$ cat config.mk
export PLATFORM = sky130hd
export DESIGN_NAME = trig_acq_ctrl
export DESIGN_NICKNAME = d
export VERILOG_FILES = /design/src/rtl/acq_pkg.sv /design/src/rtl/trig_edge_sync.sv /design/src/rtl/pre_ring.sv /design/src/rtl/post_down.sv /design/src/rtl/trig_acq_ctrl.sv
export SDC_FILE = /design/constraint.sdc
export NUM_CORES = 1
export LEC_CHECK = 0
export BUFFER_PORTS_ARGS = -buffer_cell sky130_fd_sc_hd__buf_2
export CAP_MARGIN = 10
export CORE_UTILIZATION = 40
export CTS_CLUSTER_DIAMETER = 60
export CTS_CLUSTER_SIZE = 25
export DETAILED_ROUTE_END_ITERATION = 10
export HOLD_SLACK_MARGIN = 0.02
export PLACE_DENSITY_LB_ADDON = 0.12
export SYNTH_ARGS = -nofsm -noshare
export SYNTH_HDL_FRONTEND = slang
export SYNTH_SLANG_ARGS = --single-unit
$ cat constraint.sdc
create_clock -name clk -period 2.9 [get_ports clk]
set_input_delay 0.435 -clock clk [delete_from_list [all_inputs] [get_ports clk]]
set_output_delay 0.435 -clock clk [all_outputs]
set_load 0.02 [all_outputs]
$ cat src/rtl/acq_pkg.sv
package acq_pkg;
    typedef enum logic [1:0] {
        MODE_FREE = 2'd0,
        MODE_PRE  = 2'd1,
        MODE_POST = 2'd2,
        MODE_MID  = 2'd3
    } acq_mode_e;

    typedef enum logic [2:0] {
        S_IDLE,
        S_FREE,
        S_PRE,
        S_ARM,
        S_POST
    } acq_state_e;
endpackage

$ cat src/rtl/trig_edge_sync.sv
module trig_edge_sync #(
    parameter int STAGES = 2
) (
    input  logic clk,
    input  logic rst_n,
    input  logic trig_async,
    output logic rise
);
    logic [STAGES-1:0] sync_q;
    logic              last_q;

    always_ff @(posedge clk) begin
        if (!rst_n) begin
            sync_q <= '0;
            last_q <= 1'b0;
        end else begin
            sync_q <= {sync_q[STAGES-2:0], trig_async};
            last_q <= sync_q[STAGES-1];
        end
    end

    assign rise = sync_q[STAGES-1] & ~last_q;
endmodule

$ cat src/rtl/pre_ring.sv
module pre_ring #(
    parameter int CW = 10
) (
    input  logic          clk,
    input  logic          rst_n,
    input  logic          clr,
    input  logic          step,
    input  logic [CW-1:0] limit,
    output logic [CW-1:0] ptr,
    output logic          short_o
);
    logic [CW-1:0] fill_q;
    logic [CW:0]   fill_next;

    always_ff @(posedge clk) begin
        if (!rst_n) begin
            ptr    <= '0;
            fill_q <= '0;
        end else if (clr) begin
            ptr    <= '0;
            fill_q <= '0;
        end else if (step) begin
            ptr <= (ptr == limit - 1'b1) ? '0 : ptr + 1'b1;
            if (fill_q != limit) begin
                fill_q <= fill_q + 1'b1;
            end
        end
    end

    assign fill_next = {1'b0, fill_q} + {{CW{1'b0}}, step};
    assign short_o   = fill_next < {1'b0, limit};
endmodule

$ cat src/rtl/post_down.sv
module post_down #(
    parameter int CW = 10
) (
    input  logic          clk,
    input  logic          rst_n,
    input  logic          load,
    input  logic [CW-1:0] load_val,
    input  logic          step,
    output logic [CW-1:0] rem,
    output logic          last
);
    always_ff @(posedge clk) begin
        if (!rst_n) begin
            rem <= '0;
        end else if (load) begin
            rem <= load_val;
        end else if (step && rem != '0) begin
            rem <= rem - 1'b1;
        end
    end

    assign last = (rem == {{(CW-1){1'b0}}, 1'b1});
endmodule

$ cat src/rtl/trig_acq_ctrl.sv
module trig_acq_ctrl
    import acq_pkg::*;
#(
    parameter int CW          = 10,
    parameter int SYNC_STAGES = 2
) (
    input  logic          clk,
    input  logic          rst_n,
    input  logic          pacer_tick,
    input  logic          ext_trig,
    input  logic          user_start,
    input  logic          user_stop,
    input  logic [1:0]    mode,
    input  logic [CW-1:0] pre_count,
    input  logic [CW-1:0] post_count,
    output logic          conv_cmd,
    output logic          busy,
    output logic          done,
    output logic          pre_short,
    output logic [CW-1:0] slot_idx
);
    acq_state_e    state_q, state_d;
    acq_mode_e     mode_q;
    logic [CW-1:0] n1_q, n2_q;

    logic          trig_rise;
    logic [CW-1:0] ring_ptr, post_rem;
    logic          ring_short, post_last;

    logic          start_take, conv, fin, trig_take;
    logic          ring_step, post_load, post_step;

    trig_edge_sync #(.STAGES(SYNC_STAGES)) sync_i (
        .clk        (clk),
        .rst_n      (rst_n),
        .trig_async (ext_trig),
        .rise       (trig_rise)
    );

    pre_ring #(.CW(CW)) ring_i (
        .clk     (clk),
        .rst_n   (rst_n),
        .clr     (start_take),
        .step    (ring_step),
        .limit   (n1_q),
        .ptr     (ring_ptr),
        .short_o (ring_short)
    );

    post_down #(.CW(CW)) down_i (
        .clk      (clk),
        .rst_n    (rst_n),
        .load     (post_load),
        .load_val (n2_q),
        .step     (post_step),
        .rem      (post_rem),
        .last     (post_last)
    );

    // Next-state and event decode
    always_comb begin
        state_d    = state_q;
        start_take = 1'b0;
        conv       = 1'b0;
        fin        = 1'b0;
        trig_take  = 1'b0;
        ring_step  = 1'b0;
        post_load  = 1'b0;
        post_step  = 1'b0;
        unique case (state_q)
            S_IDLE: begin
                if (user_start && !user_stop) begin
                    start_take = 1'b1;
                    unique case (acq_mode_e'(mode))
                        MODE_FREE: state_d = S_FREE;
                        MODE_PRE:  state_d = S_PRE;
                        MODE_MID:  state_d = S_PRE;
                        MODE_POST: state_d = S_ARM;
                    endcase
                end
            end
            S_FREE: begin
                if (user_stop) begin
                    state_d = S_IDLE;
                end else begin
                    conv = pacer_tick;
                end
            end
            S_PRE: begin
                if (user_stop) begin
                    state_d = S_IDLE;
                end else begin
                    ring_step = pacer_tick && (n1_q != '0);
                    conv      = ring_step;
                    if (trig_rise) begin
                        trig_take = 1'b1;
                        if (mode_q == MODE_PRE || n2_q == '0) begin
                            fin     = 1'b1;
                            state_d = S_IDLE;
                        end else begin
                            post_load = 1'b1;
                            state_d   = S_POST;
                        end
                    end
                end
            end
            S_ARM: begin
                if (user_stop) begin
                    state_d = S_IDLE;
                end else if (trig_rise) begin
                    if (n2_q == '0) begin
                        fin     = 1'b1;
                        state_d = S_IDLE;
                    end else begin
                        post_load = 1'b1;
                        state_d   = S_POST;
                    end
                end
            end
            S_POST: begin
                if (user_stop) begin
                    state_d = S_IDLE;
                end else if (pacer_tick) begin
                    conv      = 1'b1;
                    post_step = 1'b1;
                    if (post_last) begin
                        fin     = 1'b1;
                        state_d = S_IDLE;
                    end
                end
            end
            default: state_d = S_IDLE;
        endcase
    end

    // State register
    always_ff @(posedge clk) begin
        if (!rst_n) begin
            state_q <= S_IDLE;
        end else begin
            state_q <= state_d;
        end
    end

    // Run configuration, captured at start
    always_ff @(posedge clk) begin
        if (!rst_n) begin
            mode_q <= MODE_FREE;
            n1_q   <= '0;
            n2_q   <= '0;
        end else if (start_take) begin
            mode_q <= acq_mode_e'(mode);
            n1_q   <= pre_count;
            n2_q   <= post_count;
        end
    end

    // Registered outputs
    always_ff @(posedge clk) begin
        if (!rst_n) begin
            conv_cmd  <= 1'b0;
            done      <= 1'b0;
            pre_short <= 1'b0;
            slot_idx  <= '0;
        end else begin
            conv_cmd <= conv;
            done     <= fin;
            if (start_take) begin
                pre_short <= 1'b0;
            end else if (trig_take) begin
                pre_short <= ring_short;
            end
            if (conv) begin
                unique case (state_q)
                    S_PRE:   slot_idx <= ring_ptr;
                    S_POST:  slot_idx <= n2_q - post_rem;
                    default: slot_idx <= '0;
                endcase
            end
        end
    end

    assign busy = (state_q != S_IDLE);
endmodule

==> out/results.ini, run 1 <==
[run_status]
outcome=finished clean

[routing]
first_iter_violations=232
dr_total_vias=4029
wl_um=11550
drc=0
ant_nets=0
first_pass_iters=5
wl_per_cell_um=15.58
via_per_inst=5.437

[setup_path]
worst_setup_path_end_kind=flop
cp.arrival_ns=3.08
crit_path_max_incr_delay_ns=0.34
worst-path-buf-inv=0
cp_slowest_cell=nor3_1
cp_data_required_time_ns=3.19
worstPathMaxFanout=3
path_common_cell=a21o_1
crit_type=reg -> reg
worstSetupStartpointType=flop
path_delay_family=compound AO/OA/AOI/OAI gates
path_cells=nor3_1, and4_4, nor2_4, ha_4, ha_2, nand2_2, nor2_1, xor2_1, ha_1, a21o_1, a21o_1, a2111oi_4, o21ai_1, a21oi_1

[cts]
clk_pin_slew_worst_paths_ns=0.08
htree_levels=3
numCtsBuffers=9
clockBufferDepth=2
cts_root_buf=clkbuf_8
clk_latency_ns=0.36
cts_num_sinks=71
cts_tree=yes

[sta]
max_slew_margin_pct=49.65
rsz0062_at_grt=yes
drv_slew=0
post-route-min-period_ns=2.795
fin_skew_ns=0.01415
max_freq_mhz=357.7
finalSetupViolations=0
hold_violations=0
worst_slew_pin_slew_ns=0.7483
post-route-period-util_pct=96.39

[synth]
synthDistinctLibCells=58
synth_top_family_by_area=simple AND/OR/NAND/NOR gates
synthMuxAreaShare_pct=2.292
synth_warnings=0
synth-edff-count=0
ys_async_sr_fraction_pct=0
syn-num-nets=603
synth_cells=549
synth_xor_area_share_pct=10.03
yosys.area_share.simple_pct=24.55
syn_area_mm2=0.004368
synth_seq_cells=71
yosysSeqAreaShare_pct=32.54
yosys.area_share.adder_pct=7.620
synth_compound_area_share_pct=17.90
post_synth.cell_area_avg_um2=7.956
ys.flop_type=dfxtp_1

[power]
power_leakage_nw=2.046
p_seq_share_pct=44.3
p_clk_share_pct=40.4
peakVddDrop_mv=0.2031
internal_power_mw=1.644
power.density_mw_per_mm2=447.3
switching_share_pct=28.32
power.share.combinational_pct=15.3
p_switching_uw=649.4

[die]
pin_count=42
die_area_mm2=0.01134
core-area_mm2=0.01046
die_y_um=106.5
start_util_pct=41.75
die_w_um=106.5
core.rowCount=37

[place]
dp_hpwl_um=8778
globalplace.congestion=0.8530
dpl.cell_count=723
io_buffer_count=41
placed_area_mm2=0.004841

[cells_and_area]
syn_to_final_growth_pct=17.36
drive_above_1_share_pct=17.69
fillers=1098
nets=654
final_cells=741
antenna-diode-count=0
fin_area_mm2=0.005126

[worst_hold_path]
hold_path_class=in -> reg

[flow_run]
cap_violations=0

[global_route]
grt_pass1_wl_um=18980
grt_max_degree=38
grt_pass1_vias=3791
grt_use_total_pct=21.32
overflow=0
antenna_found_initial=0

cell usage in the layout, fill, tap and decap left out, drive strengths merged, types with 2 or more instances in the layout:
master / netlist / layout
nand3b: 3 / 3
inv: 25 / 28
bufinv: 0 / 2
nor2: 49 / 49
nand2b: 4 / 4
nand2: 74 / 74
xnor2: 22 / 22
clkinvlp: 0 / 2
o21a: 2 / 2
o211ai: 5 / 5
nand4: 14 / 14
o31ai: 2 / 2
dfxtp: 71 / 71
a21oi: 50 / 50
a31oi: 3 / 3
or2: 2 / 2
a211oi: 8 / 8
nor3: 6 / 6
a22oi: 12 / 12
and4: 2 / 2
a32oi: 2 / 2
a21o: 3 / 3
or4: 3 / 3
nor3b: 5 / 5
o21ai: 25 / 25
nor2b: 3 / 3
and3: 4 / 4
clkbuf: 19 / 9
or3: 6 / 6
ha: 25 / 25
nor4: 12 / 12
mux2i: 10 / 10
xor2: 28 / 28
o311ai: 2 / 2
buf: 10 / 69
nand3: 16 / 16
and2: 9 / 9
logic make-up after synthesis:
family / count (synthesis)
buffers and inverters: 54
adder cells (fa/ha/maj): 26
flip-flops: 71
AO/OA/AOI/OAI: 124
AND/OR/NAND/NOR: 214
XOR/XNOR: 50
multiplexers: 10
timing repair:
| action | CTS | global route |
|---|---|---|
| gates resized for setup | 2 | 7 |
| pin swaps | 0 | 5 |
| hold buffers | 0 | 0 |
| endpoints found under the setup margin | 1 | 1 |
| buffers inserted | 0 | 2 |
cell usage after synthesis, types with 10 or more instances:
library cell	n	area share, %
xnor2_1	22	4.4
nand3_1	16	1.8
nand2_1	73	6.3
ha_1	25	7.2
clkbuf_1	19	1.6
mux2i_1	10	2.3
nand4_1	14	2.0
a22oi_1	12	2.1
inv_1	25	2.1
a21oi_1	50	5.7
dfxtp_1	71	33
xor2_1	28	5.6
o21ai_0	23	2.6
nor2_1	49	4.2
layer usage:
metal	global-route usage [%]	up-vias	share of wire, %
met1	32.30	1881	54
met2	30.57	101	41
met4	7.241	0	1.3
met3	2.882	13	4.5
li1	-	2034	-
met5	0	-	0
worst paths after layout:
path                         start               end  slack [ns]  cells after the start
setup / recovery           n1_q[2]         pre_short        0.10                     14
hold / removal            ext_trig  sync_i.sync_q[0]        0.28                      2
setup reg to reg           n1_q[2]         pre_short        0.10                     14
hold reg to reg   sync_i.sync_q[0]  sync_i.sync_q[1]        0.44                      1
registers in the layout (all words and copies together) (netlist names):
register,flops
ring_i.ptr,10
conv_cmd,1
down_i.rem,10
ring_i.fill_q,10
pre_short,1
state_q,3
mode_q,2
done,1
sync_i.sync_q,2
sync_i.last_q,1
slot_idx,10
n2_q,10
n1_q,10
power by group through the flow:
stage	registers, mW	logic (mW)	clock network (mW)
5_1_grt	1.02	0.390	0.982
2_1_floorplan	1.04	0.236	0
3_5_place_dp	1.04	0.344	0
6_report	1.02	0.350	0.926
3_3_place_gp	1.04	0.339	0
4_1_cts	1.02	0.345	0.950
cell type report:
| class | count | area [um2] | share of cell area [%] |
|---|---|---|---|
| clock buffers | 9 | 123.9 | 2.416 |
| clock inverters | 7 | 101.3 | 1.977 |
| inverters | 25 | 93.84 | 1.831 |
| multi-input cells | 424 | 2798 | 54.58 |
| flip-flops and latches | 71 | 1424 | 27.78 |
| well taps | 136 | 170.2 | 3.319 |
| repair buffers | 69 | 415.4 | 8.103 |
worst reg2reg max path, delay by kind of cell, from the launching register on:
kind            cells  cell delay [ns]
xor+xnor            1             0.15
compound gates      5             0.90
fa+ha+maj           3             0.55
flops               1             0.31
simple gates        5             0.82
stage by stage:
| stage | worst slack (ns) | hold slack, ns | setup TNS (ns) | total power, mW | util, % |
|---|---|---|---|---|---|
| 6_report | 0.1046 | 0.2846 | 0 | 2.293 | 49.00 |
| 5_1_grt | -0.05763 | 0.2833 | -0.05763 | 2.392 | 49.00 |
| 4_1_cts | 0.02871 | 0.2695 | 0 | 2.312 | 48.48 |
| 3_5_place_dp | -0.06934 | 0.4217 | -0.06934 | 1.383 | 46.27 |
| 3_3_place_gp | 0.06078 | 0.4152 | 0 | 1.378 | 46.27 |
| 2_1_floorplan | 0.002288 | 0.4119 | 0 | 1.277 | - |
(Power assumes the default switching activity.)
==> run 2, diff against run 1 <==
--- a/config.mk
+++ b/config.mk
@@ -7,7 +7,9 @@
 export LEC_CHECK = 0
 export BUFFER_PORTS_ARGS = -buffer_cell sky130_fd_sc_hd__buf_2
 export CAP_MARGIN = 10
-export CORE_UTILIZATION = 40
+export CELL_PAD_IN_SITES_DETAIL_PLACEMENT = 1
+export CELL_PAD_IN_SITES_GLOBAL_PLACEMENT = 2
+export CORE_UTILIZATION = 32
 export CTS_CLUSTER_DIAMETER = 60
 export CTS_CLUSTER_SIZE = 25
 export DETAILED_ROUTE_END_ITERATION = 10
==> run 2 against run 1 <==
Net effect: die area up 24%; flip-flop and latch count unchanged; total power up 15%; cell area up 4.1%; clock power up 33%; wire length up 25%; largest cell class unchanged; largest power group is now the clock network.
==> out/results.ini, run 2 (synthesis results as in run 1) <==
[run_status]
outcome=finished clean

[cts]
numCtsBuffers=9  ; unchanged
cts_hold_buffers=0  ; unchanged
cts_root_buf=clkbuf_16
cts_tree=yes
cts_num_sinks=71  ; unchanged
clk_pin_slew_worst_paths_ns=0.06  ; -0.02 ns
clk_latency_ns=0.34  ; -0.02 ns
clockBufferDepth=2  ; unchanged
htree_levels=3  ; unchanged

[setup_path]
path_cells=nor3b_4, nand3b_1, nor2_4, ha_4, nand3_4, nor2_2, xor2_1, ha_1, a21o_1, a21o_1, a2111oi_4, o21ai_1, a21oi_1
worstPathMaxFanout=3  ; unchanged
cp_slowest_cell=dfxtp_1
cp.arrival_ns=3.05  ; -0.03 ns
crit_type=reg -> reg
worst-path-buf-inv=0  ; unchanged
cp_data_required_time_ns=3.16  ; -0.03 ns
crit_path_max_incr_delay_ns=0.33  ; about the same
worst_setup_path_end_kind=flop
path_common_cell=a21o_1
path_delay_family=compound AO/OA/AOI/OAI gates
worstSetupStartpointType=flop

[sta]
drv_slew=0  ; unchanged
post-route-period-util_pct=95.98  ; -0.42 points
max_slew_margin_pct=48.71  ; -0.94 points
worst_slew_pin_slew_ns=0.7622  ; +0.01397 ns
fin_skew_ns=0.006393  ; -0.007754 ns
post-route-min-period_ns=2.783  ; -0.01207 ns
finalHoldWorstSlack_ns=0.2930  ; +0.008427 ns
finalSetupViolations=0  ; unchanged
hold_violations=0  ; unchanged
max_freq_mhz=359.3  ; +0.43%

[flow_run]
cap_violations=0  ; unchanged

[die]
pin_count=42  ; unchanged
die_w_um=118.8  ; +12%
die_area_mm2=0.01412  ; +24%
start_util_pct=32.85  ; -8.9 points
core.rowCount=42  ; +14%
die_y_um=118.8  ; +12%
core-area_mm2=0.01330  ; +27%

[place]
dp_hpwl_um=10850  ; +24%
globalplace.congestion=0.8795  ; +3.1%
dpl.cell_count=766  ; +5.9%
placed_area_mm2=0.004913  ; +1.5%
io_buffer_count=41  ; unchanged

[cells_and_area]
post-route-util_pct=40.12  ; -8.9 points
nets=658  ; +0.61%
drive_above_1_share_pct=18.23  ; +0.54 points
final_cell_mix=nand2_1 (72), dfxtp_1 (68), a21oi_1 (50), nor2_1 (46), buf_2 (41)
fillers=1644  ; +50%
antenna-diode-count=0  ; unchanged
fin_area_mm2=0.005334  ; +4.1%
final_cells=785  ; +5.9%
syn_to_final_growth_pct=22.11
layout_commonest_cell=nand2_1

[worst_hold_path]
hold_path_class=in -> reg

[power]
peakVddDrop_mv=0.2846  ; +40%
p_clk_share_pct=46.9  ; +6.5 points
p_switching_uw=667.9  ; +2.9%
power.density_mw_per_mm2=492.4  ; +10%
switching_share_pct=25.43  ; -2.9 points
power_leakage_nw=2.136  ; +4.4%
p_seq_share_pct=38.9  ; -5.4 points
power.share.combinational_pct=14.2  ; -1.1 points
total_power_mw=2.627  ; +15%
internal_power_mw=1.959  ; +19%

[global_route]
grt_pass1_wl_um=22560  ; +19%
overflow=0  ; unchanged
grt_use_total_pct=20.90  ; -0.42 points
antenna_found_initial=0  ; unchanged
grt_pass1_vias=4254  ; +12%
grt_max_degree=29  ; -24%

[routing]
first_iter_violations=130  ; -44%
dr_total_vias=4150  ; +3.0%
via_per_inst=5.287  ; -2.8%
drc=0  ; unchanged
wl_um=14380  ; +25%
ant_nets=0  ; unchanged
first_pass_iters=4  ; -1
wl_per_cell_um=18.32  ; +18%

## run 2: cell count changes in the layout (fill, tap and decap cells not counted), moves of 2 or more
cell	delta
inv_6	-3
ha_2	-2
clkinvlp_4	-2
buf_4	+4
clkbuf_16	+9
clkbuf_1	+2
clkbuf_8	-7
## run 2: timing repair
| action | 4_1_cts | 5_1_grt |
|---|---|---|
| endpoints found under the setup margin | 1 | 1 |
| gates cloned | 0 | 0 |
| setup buffers | 0 | 3 |
| hold endpoints to repair | 0 | 0 |
| resized for setup | 4 | 10 |
| pin swaps | 0 | 8 |
## run 2: stage by stage
stage | setup TNS, ns | setup slack, ns
after global placement | 0 | 0.09543
after detailed placement | -0.06085 | -0.06085
final | 0 | 0.1167
after CTS | 0 | 0.007182
after global routing | -0.03218 | -0.03218
after floorplan | 0 | 0.002288
## run 2: power by group through the flow
stage | Sequential, mW | Clock [mW] | Combinational [mW]
3_5_place_dp | 1.04 | 0 | 0.363
4_1_cts | 1.02 | 1.26 | 0.365
3_3_place_gp | 1.04 | 0 | 0.355
5_1_grt | 1.02 | 1.31 | 0.411
6_report | 1.02 | 1.23 | 0.373
2_1_floorplan | 1.04 | 0 | 0.236
## run 2: final cells by class
type / instances / area, um2 / share of cell area [%]
multi-input combinational: 424 / 2824 / 52.94
sequential: 71 / 1425 / 26.72
timing repair buffer: 73 / 445.4 / 8.351
inverter: 25 / 93.84 / 1.759
clock buffer: 13 / 260.3 / 4.879
tap: 176 / 220.2 / 4.129
clock inverter: 3 / 65.06 / 1.220
## run 2: path summary, 6_finish.rpt
kind	cells after the start	to	startpoint	slack, ns
max reg2reg	13	pre_short	state_q[0]	0.12
min	2	sync_i.sync_q[0]	ext_trig	0.29
max	13	pre_short	state_q[0]	0.12
min reg2reg	1	sync_i.sync_q[1]	sync_i.sync_q[0]	0.45
## run 2: layer usage
layer  part of all wire [%]  GRT usage (%)  vias to the layer above  wire length (um)
met3                    2.4          2.778                       22               340
li1                       -              -                     2046                 -
met1                     43          24.23                     2008              6254
met2                     51          38.08                       74              7374
met5                      0              0                        -                 0
met4                    2.8          9.256                        0               408
